File: config.mk
export PLATFORM = sky130hd
export DESIGN_NAME = xls_store
export DESIGN_NICKNAME = d
export VERILOG_FILES = /design/src/rtl/xls_pkg.sv /design/src/rtl/xls_index.sv /design/src/rtl/xls_line_entry.sv /design/src/rtl/xls_sat_counter.sv /design/src/rtl/xls_ctrl.sv /design/src/rtl/xls_store.sv
export SDC_FILE = /design/constraint.sdc
export NUM_CORES = 2
export LEC_CHECK = 0
export ABC_AREA = 0
export BUFFER_PORTS_ARGS = -buffer_cell sky130_fd_sc_hd__buf_2
export CAP_MARGIN = 25
export CORE_ASPECT_RATIO = 0.5
export CORE_UTILIZATION = 55
export DETAILED_ROUTE_END_ITERATION = 6
export PLACE_DENSITY = 0.73
export SLEW_MARGIN = 20
export SYNTH_ARGS = -nofsm -noshare
export SYNTH_HDL_FRONTEND = slang
export SYNTH_SLANG_ARGS = --single-unit
File: constraint.sdc
create_clock -name clk -period 28.1 [get_ports clk]
set_input_delay 4.215 -clock clk [delete_from_list [all_inputs] [get_ports clk]]
set_output_delay 4.215 -clock clk [all_outputs]
set_load 0.02 [all_outputs]
File: src/rtl/xls_pkg.sv
package xls_pkg;

    typedef enum logic [1:0] {
        ST_IDLE,
        ST_INDEX,
        ST_ACCESS,
        ST_DONE
    } xls_state_t;

endpackage

File: src/rtl/xls_index.sv
// Index function: shift the line address right, XOR with (ENTRIES-1), keep low bits.
module xls_index #(
    parameter int TAG_W   = 27,
    parameter int IDX_W   = 3,
    parameter int SHIFT_X = 14,
    parameter int ENTRIES = 8
) (
    input  logic [TAG_W-1:0] line_addr,
    output logic [IDX_W-1:0] idx
);

    localparam logic [IDX_W-1:0] XOR_MASK = IDX_W'(ENTRIES - 1);

    logic [TAG_W-1:0] shifted;

    assign shifted = line_addr >> SHIFT_X;
    assign idx     = IDX_W'(shifted) ^ XOR_MASK;

endmodule

File: src/rtl/xls_line_entry.sv
// One storage entry; outputs are forced to zero unless enabled so an OR mux can combine them.
module xls_line_entry #(
    parameter int TAG_W  = 27,
    parameter int LINE_W = 256
) (
    input  logic              clk,
    input  logic              rst,
    input  logic              en,
    input  logic              wr,
    input  logic [TAG_W-1:0]  tag_in,
    input  logic [LINE_W-1:0] line_in,
    output logic              out_valid,
    output logic [TAG_W-1:0]  out_tag,
    output logic [LINE_W-1:0] out_line
);

    logic              valid_q;
    logic [TAG_W-1:0]  tag_q;
    logic [LINE_W-1:0] line_q;

    always_ff @(posedge clk) begin
        if (rst) begin
            valid_q <= 1'b0;
        end else if (en && wr) begin
            valid_q <= 1'b1;
        end
    end

    always_ff @(posedge clk) begin
        if (en && wr) begin
            tag_q  <= tag_in;
            line_q <= line_in;
        end
    end

    assign out_valid = en && valid_q;
    assign out_tag   = en ? tag_q  : '0;
    assign out_line  = en ? line_q : '0;

endmodule

File: src/rtl/xls_sat_counter.sv
module xls_sat_counter #(
    parameter int W = 16
) (
    input  logic         clk,
    input  logic         rst,
    input  logic         inc,
    output logic [W-1:0] count
);

    localparam logic [W-1:0] TOP = '1;

    always_ff @(posedge clk) begin
        if (rst) begin
            count <= '0;
        end else if (inc && (count != TOP)) begin
            count <= count + 1'b1;
        end
    end

endmodule

File: src/rtl/xls_ctrl.sv
module xls_ctrl
    import xls_pkg::*;
(
    input  logic clk,
    input  logic rst,
    input  logic req_valid,
    output logic req_ready,
    output logic cap_req,
    output logic idx_load,
    output logic access,
    output logic rsp_valid
);

    xls_state_t state_q;
    xls_state_t state_d;

    always_ff @(posedge clk) begin
        if (rst) begin
            state_q <= ST_IDLE;
        end else begin
            state_q <= state_d;
        end
    end

    always_comb begin
        state_d = state_q;
        unique case (state_q)
            ST_IDLE:   if (req_valid) state_d = ST_INDEX;
            ST_INDEX:  state_d = ST_ACCESS;
            ST_ACCESS: state_d = ST_DONE;
            ST_DONE:   state_d = ST_IDLE;
            default:   state_d = ST_IDLE;
        endcase
    end

    always_comb begin
        req_ready = 1'b0;
        cap_req   = 1'b0;
        idx_load  = 1'b0;
        access    = 1'b0;
        rsp_valid = 1'b0;
        unique case (state_q)
            ST_IDLE: begin
                req_ready = 1'b1;
                cap_req   = req_valid;
            end
            ST_INDEX:  idx_load  = 1'b1;
            ST_ACCESS: access    = 1'b1;
            ST_DONE:   rsp_valid = 1'b1;
            default: ;
        endcase
    end

endmodule

File: src/rtl/xls_store.sv
module xls_store
    import xls_pkg::*;
#(
    parameter int ADDR_W     = 32,
    parameter int LINE_BYTES = 32,
    parameter int ENTRIES    = 8,
    parameter int SHIFT_X    = 14,
    parameter int CNT_W      = 16
) (
    input  logic                    clk,
    input  logic                    rst,
    input  logic                    req_valid,
    output logic                    req_ready,
    input  logic [ADDR_W-1:0]       req_addr,
    input  logic [LINE_BYTES*8-1:0] req_fill,
    output logic                    rsp_valid,
    output logic [LINE_BYTES*8-1:0] rsp_data,
    output logic                    rsp_hit,
    output logic                    rsp_miss,
    output logic [ENTRIES-1:0]      entry_en,
    output logic [CNT_W-1:0]        hit_count,
    output logic [CNT_W-1:0]        miss_count
);

    localparam int OFF_W  = $clog2(LINE_BYTES);
    localparam int TAG_W  = ADDR_W - OFF_W;
    localparam int IDX_W  = $clog2(ENTRIES);
    localparam int LINE_W = LINE_BYTES * 8;

    logic              cap_req;
    logic              idx_load;
    logic              access;
    logic [TAG_W-1:0]  tag_q;
    logic [LINE_W-1:0] fill_q;
    logic [IDX_W-1:0]  idx_d;
    logic [IDX_W-1:0]  idx_q;

    generate
        if (OFF_W > 0) begin : g_offset
            logic unused_offset;
            assign unused_offset = ^req_addr[OFF_W-1:0];
        end
    endgenerate

    xls_ctrl u_ctrl (
        .clk       (clk),
        .rst       (rst),
        .req_valid (req_valid),
        .req_ready (req_ready),
        .cap_req   (cap_req),
        .idx_load  (idx_load),
        .access    (access),
        .rsp_valid (rsp_valid)
    );

    always_ff @(posedge clk) begin
        if (cap_req) begin
            tag_q  <= req_addr[ADDR_W-1:OFF_W];
            fill_q <= req_fill;
        end
    end

    xls_index #(
        .TAG_W   (TAG_W),
        .IDX_W   (IDX_W),
        .SHIFT_X (SHIFT_X),
        .ENTRIES (ENTRIES)
    ) u_index (
        .line_addr (tag_q),
        .idx       (idx_d)
    );

    always_ff @(posedge clk) begin
        if (rst) begin
            idx_q <= '0;
        end else if (idx_load) begin
            idx_q <= idx_d;
        end
    end

    logic              e_valid [ENTRIES];
    logic [TAG_W-1:0]  e_tag   [ENTRIES];
    logic [LINE_W-1:0] e_line  [ENTRIES];
    logic              wr_now;

    generate
        for (genvar g = 0; g < ENTRIES; g++) begin : g_entry
            assign entry_en[g] = access && (idx_q == IDX_W'(g));

            xls_line_entry #(
                .TAG_W  (TAG_W),
                .LINE_W (LINE_W)
            ) u_entry (
                .clk       (clk),
                .rst       (rst),
                .en        (entry_en[g]),
                .wr        (wr_now),
                .tag_in    (tag_q),
                .line_in   (fill_q),
                .out_valid (e_valid[g]),
                .out_tag   (e_tag[g]),
                .out_line  (e_line[g])
            );
        end
    endgenerate

    logic              sel_valid;
    logic [TAG_W-1:0]  sel_tag;
    logic [LINE_W-1:0] sel_line;
    logic              hit_now;

    always_comb begin
        sel_valid = 1'b0;
        sel_tag   = '0;
        sel_line  = '0;
        for (int i = 0; i < ENTRIES; i++) begin
            sel_valid = sel_valid | e_valid[i];
            sel_tag   = sel_tag   | e_tag[i];
            sel_line  = sel_line  | e_line[i];
        end
    end

    assign hit_now = sel_valid && (sel_tag == tag_q);
    assign wr_now  = access && !hit_now;

    logic              rsp_hit_q;
    logic [LINE_W-1:0] rsp_line_q;

    always_ff @(posedge clk) begin
        if (rst) begin
            rsp_hit_q  <= 1'b0;
            rsp_line_q <= '0;
        end else if (access) begin
            rsp_hit_q  <= hit_now;
            rsp_line_q <= hit_now ? sel_line : fill_q;
        end
    end

    assign rsp_hit  = rsp_valid && rsp_hit_q;
    assign rsp_miss = rsp_valid && !rsp_hit_q;
    assign rsp_data = rsp_line_q;

    xls_sat_counter #(.W(CNT_W)) u_hit_cnt (
        .clk   (clk),
        .rst   (rst),
        .inc   (access && hit_now),
        .count (hit_count)
    );

    xls_sat_counter #(.W(CNT_W)) u_miss_cnt (
        .clk   (clk),
        .rst   (rst),
        .inc   (wr_now),
        .count (miss_count)
    );

endmodule

==> impl_results.md <==
* Register bit count reported by yosys at around 2800
* Port Buffers at slightly below 600
* EDFF count, synth at roughly 2500
* First-pass GRT wire length at 381700 um
* RSZ-0062 raised after global routing: false
* Ys flop type: edfxtp_1
* Top-area cell type share of the netlist area at 75.20%
* Slew @ Worst Pin at 1.282 ns
* CTS Root Cell: clkbuf_16
* Synth area leader: edfxtp_1
* Crit path top cell by count: buf_4
* Post-detailed-routing wire length at 264100 um
* Ports at about 590
* Total CTS buffers at between 200 and 250
* Netlist cell types at just under 70
* 1st-pass router iterations at 6
* Nets@finish at 6581
* Tot GR Track Use at between 20% and 30%
* CTS Sinks at roughly 2800
* Async SR Flop Fraction at 0%
* Area Overhead vs Synth at 13.26%
* Most common cell in the synthesized netlist: edfxtp_1
* GRT overflow at 0
* Met1 WL at 98640 um
* Syn Nets at 6062
* Placed cell areas at 0.1072 sq mm
* Part of the Yosys area used for sequential elements at 81.14%
* Crit path max fanout at 48
* # hold bufs at CTS at 0
* Die height at 306.1 um
* TritonCTS clock tree: yes
* CP max stage delay at approximately 0.97 ns
* WP data required at 23.89 ns
* Metal3 WL at 23150 um
* Crit path max-delay cell type: nor2_4
* Final Hold Vio Count at 0
* Slew HR at 14.55%
* Adder-cell share of the synthesized area at 0.07381%
* CP startpoint kind: register
* Metal2 WL at ~130000 um
* Routed WL per cell at 29.39 um
* PostCTS Resize Cnt at 0
* DP HPWL at about 130000 um
* Compound-gate portion of the synthesized area at 11.07%
* Finished Cell Area at roughly 0.12 sq mm
* Synth Area per Inst at 17.64 sq um
* Final Critical Period at 9.028 ns
* Clock Skews at 0.06472 ns
* Worst Path Arrival at 4.81 ns
* Post-CTS Setup Bufs at 0
* H-tree lvl count at 4
* Max-Cap Viols at 0
* Total negative slack at 0 ns
* Starting Density at between 50% and 60%
* Tcrit/Tclk final at 32.13%
* GP Congestion at 0.7935
* Setup crit end kind: output pin
* Total die area at 0.1868 sq mm
* Fmax at 110.8 MHz
* Worst slack, placed at 19.99 ns
* Top Metal Used: met5
* Slew Viols, Final at 0
* Clock transition at the registers of the reported paths at 0.07 ns
* Vias in the first global route at 58480
* Post-Synth Simple-Gate Area at 4.818%
* DR vias at between 50000 and 60000
* Leak at approximately 37 nW
* Width of the die at roughly 610 um
* Clk_lat worst skew at 0.89 ns
* Row Count at 111
* XOR/XNOR Fraction of Synth Area at 0.1378%
* Initial antenna violation count at 29
* Main combinational cell family by area after synthesis: compound AO/OA/AOI/OAI gates
* Post-DR vias/cell at between 6 and 7
* Synth area leaders: edfxtp_1, a22oi_1, dfxtp_1
* Area of the core at 0.1835 sq mm
* Final worst setup slack at 19.07 ns
* Synthesized instance count at 5765
* DR iter-0 viols at ~7000
* Hold WC Path Type: register to register
* Status: finished clean
* Fin Hold WS at 0.4685 ns
* Synth Cell Area at 0.1017 sq mm
* Crit-path cells: buf_4, nand2_1, nor2_4, buf_4, buf_2
* Commonest cells post-synth: edfxtp_1, a22oi_1, dfxtp_1, clkbuf_1, a221oi_1
* Antenna-violating nets left at 0
* Yosys warning count at 0
* Fraction of layout cells with a size suffix above 1 at 16.82%
* Power per cell area at 86.42 mW/mm^2
* Maximum vdd ir drop at 0.00006630 V
* Largest net degree at the start of global routing at 140
* Final setup violation count at 0
* Multiplexer share of the synthesized area at 1.106%
* DRC at 0
* Critical path class: register to output pin
* Clock buffer depth at 4
==> cell usage in the layout (no fill, tap or decap), types with 9 or more instances in the layout <==
cell,count
buf_12,21
clkbuf_1,64
diode_2,22
a21oi_1,106
nand4_1,198
buf_4,68
a22oi_1,963
clkinv_1,17
or4_1,9
a221oi_1,262
clkbuf_16,237
dfxtp_1,299
mux2i_1,37
inv_1,15
buf_2,584
bufinv_16,30
a22o_1,71
nor2b_1,207
nand2b_1,9
xnor2_1,11
mux2_1,15
nor2_1,231
clkbuf_8,25
nand3_1,92
nand2_1,99
mux4_2,25
clkinv_2,42
edfxtp_1,2547
and3_1,12
==> path summary, 6_finish.rpt <==
kind | startpoint | end | slack (ns) | depth (start not counted)
setup / recovery | idx_q[2]$_SDFFE_PP0N_ | entry_en[7] | 19.07 | 5
hold / removal | g_entry[5].u_entry.valid_q$_SDFFE_PP0P_ | g_entry[5].u_entry.valid_q$_SDFFE_PP0P_ | 0.47 | 2
setup reg to reg | idx_q[2]$_SDFFE_PP0N_ | g_entry[7].u_entry.line_q[122]$_DFFE_PP_ | 20.31 | 12
hold reg to reg | g_entry[5].u_entry.valid_q$_SDFFE_PP0P_ | g_entry[5].u_entry.valid_q$_SDFFE_PP0P_ | 0.47 | 2
==> metal layers <==
metal  up-vias  track usage (%)
li1      24710                -
met1     30120            36.86
met2      3530            45.72
met3       599            3.646
met4         2            12.72
met5         -                0
==> through the flow <==
step / total power [mW] / util [%] / instances
after floorplan: 6.163 / - / 5765
after global placement: 6.622 / 58.44 / 8530
after detailed placement: 6.677 / 58.45 / 8531
after CTS: 9.972 / 62.71 / 8961
after global routing: 10.24 / 62.79 / 8986
final: 9.955 / 62.79 / 8987
==> where the power goes <==
group | total [mW] | internal, mW | switching [mW] | leakage (nW)
logic | 1.28 | 0.405 | 0.880 | 8.09
clock network | 3.35 | 1.89 | 1.46 | 3.82
registers | 5.32 | 5.05 | 0.274 | 25.5
==> flip-flops by register name, summed over array words and instances, names as in the netlist, 2 cells and up <==
signal,cells
g_entry.u_entry.tag_q,216
g_entry.u_entry.valid_q,8
u_miss_cnt.count,16
fill_q,256
g_entry.u_entry.line_q,2048
tag_q,27
u_hit_cnt.count,16
u_ctrl.state_q,2
idx_q,3
rsp_data,256
==> final cells by class <==
| type | count | area (sq um) |
|---|---|---|
| clock buffers | 325 | 6490 |
| multi-input cells | 2505 | 17640 |
| well taps | 2486 | 3110 |
| repair buffers | 678 | 3976 |
| clock inverters | 105 | 1325 |
| diodes | 22 | 55.05 |
| inverters | 17 | 65.06 |
| flip-flops and latches | 2849 | 82530 |
| fillers | 12450 | 68270 |
==> critical path: cells and delay by family (launching register included) <==
family / cells / cell delay [ns]
flip-flops: 1 / 0.58
AND/OR/NAND/NOR: 2 / 1.60
buffers and inverters: 3 / 1.74
==> cells by family (layout without fill, tap and decap cells) <==
kind of cell | after synthesis | count (layout)
AO/OA/AOI/OAI | 1477 | 1477
AND/OR/NAND/NOR | 927 | 927
XOR/XNOR | 16 | 16
other | 0 | 22
buffers and inverters | 411 | 1125
adder cells (fa/ha/maj) | 6 | 6
flip-flops | 2849 | 2849
multiplexers | 79 | 79
(Power assumes the default switching activity.)
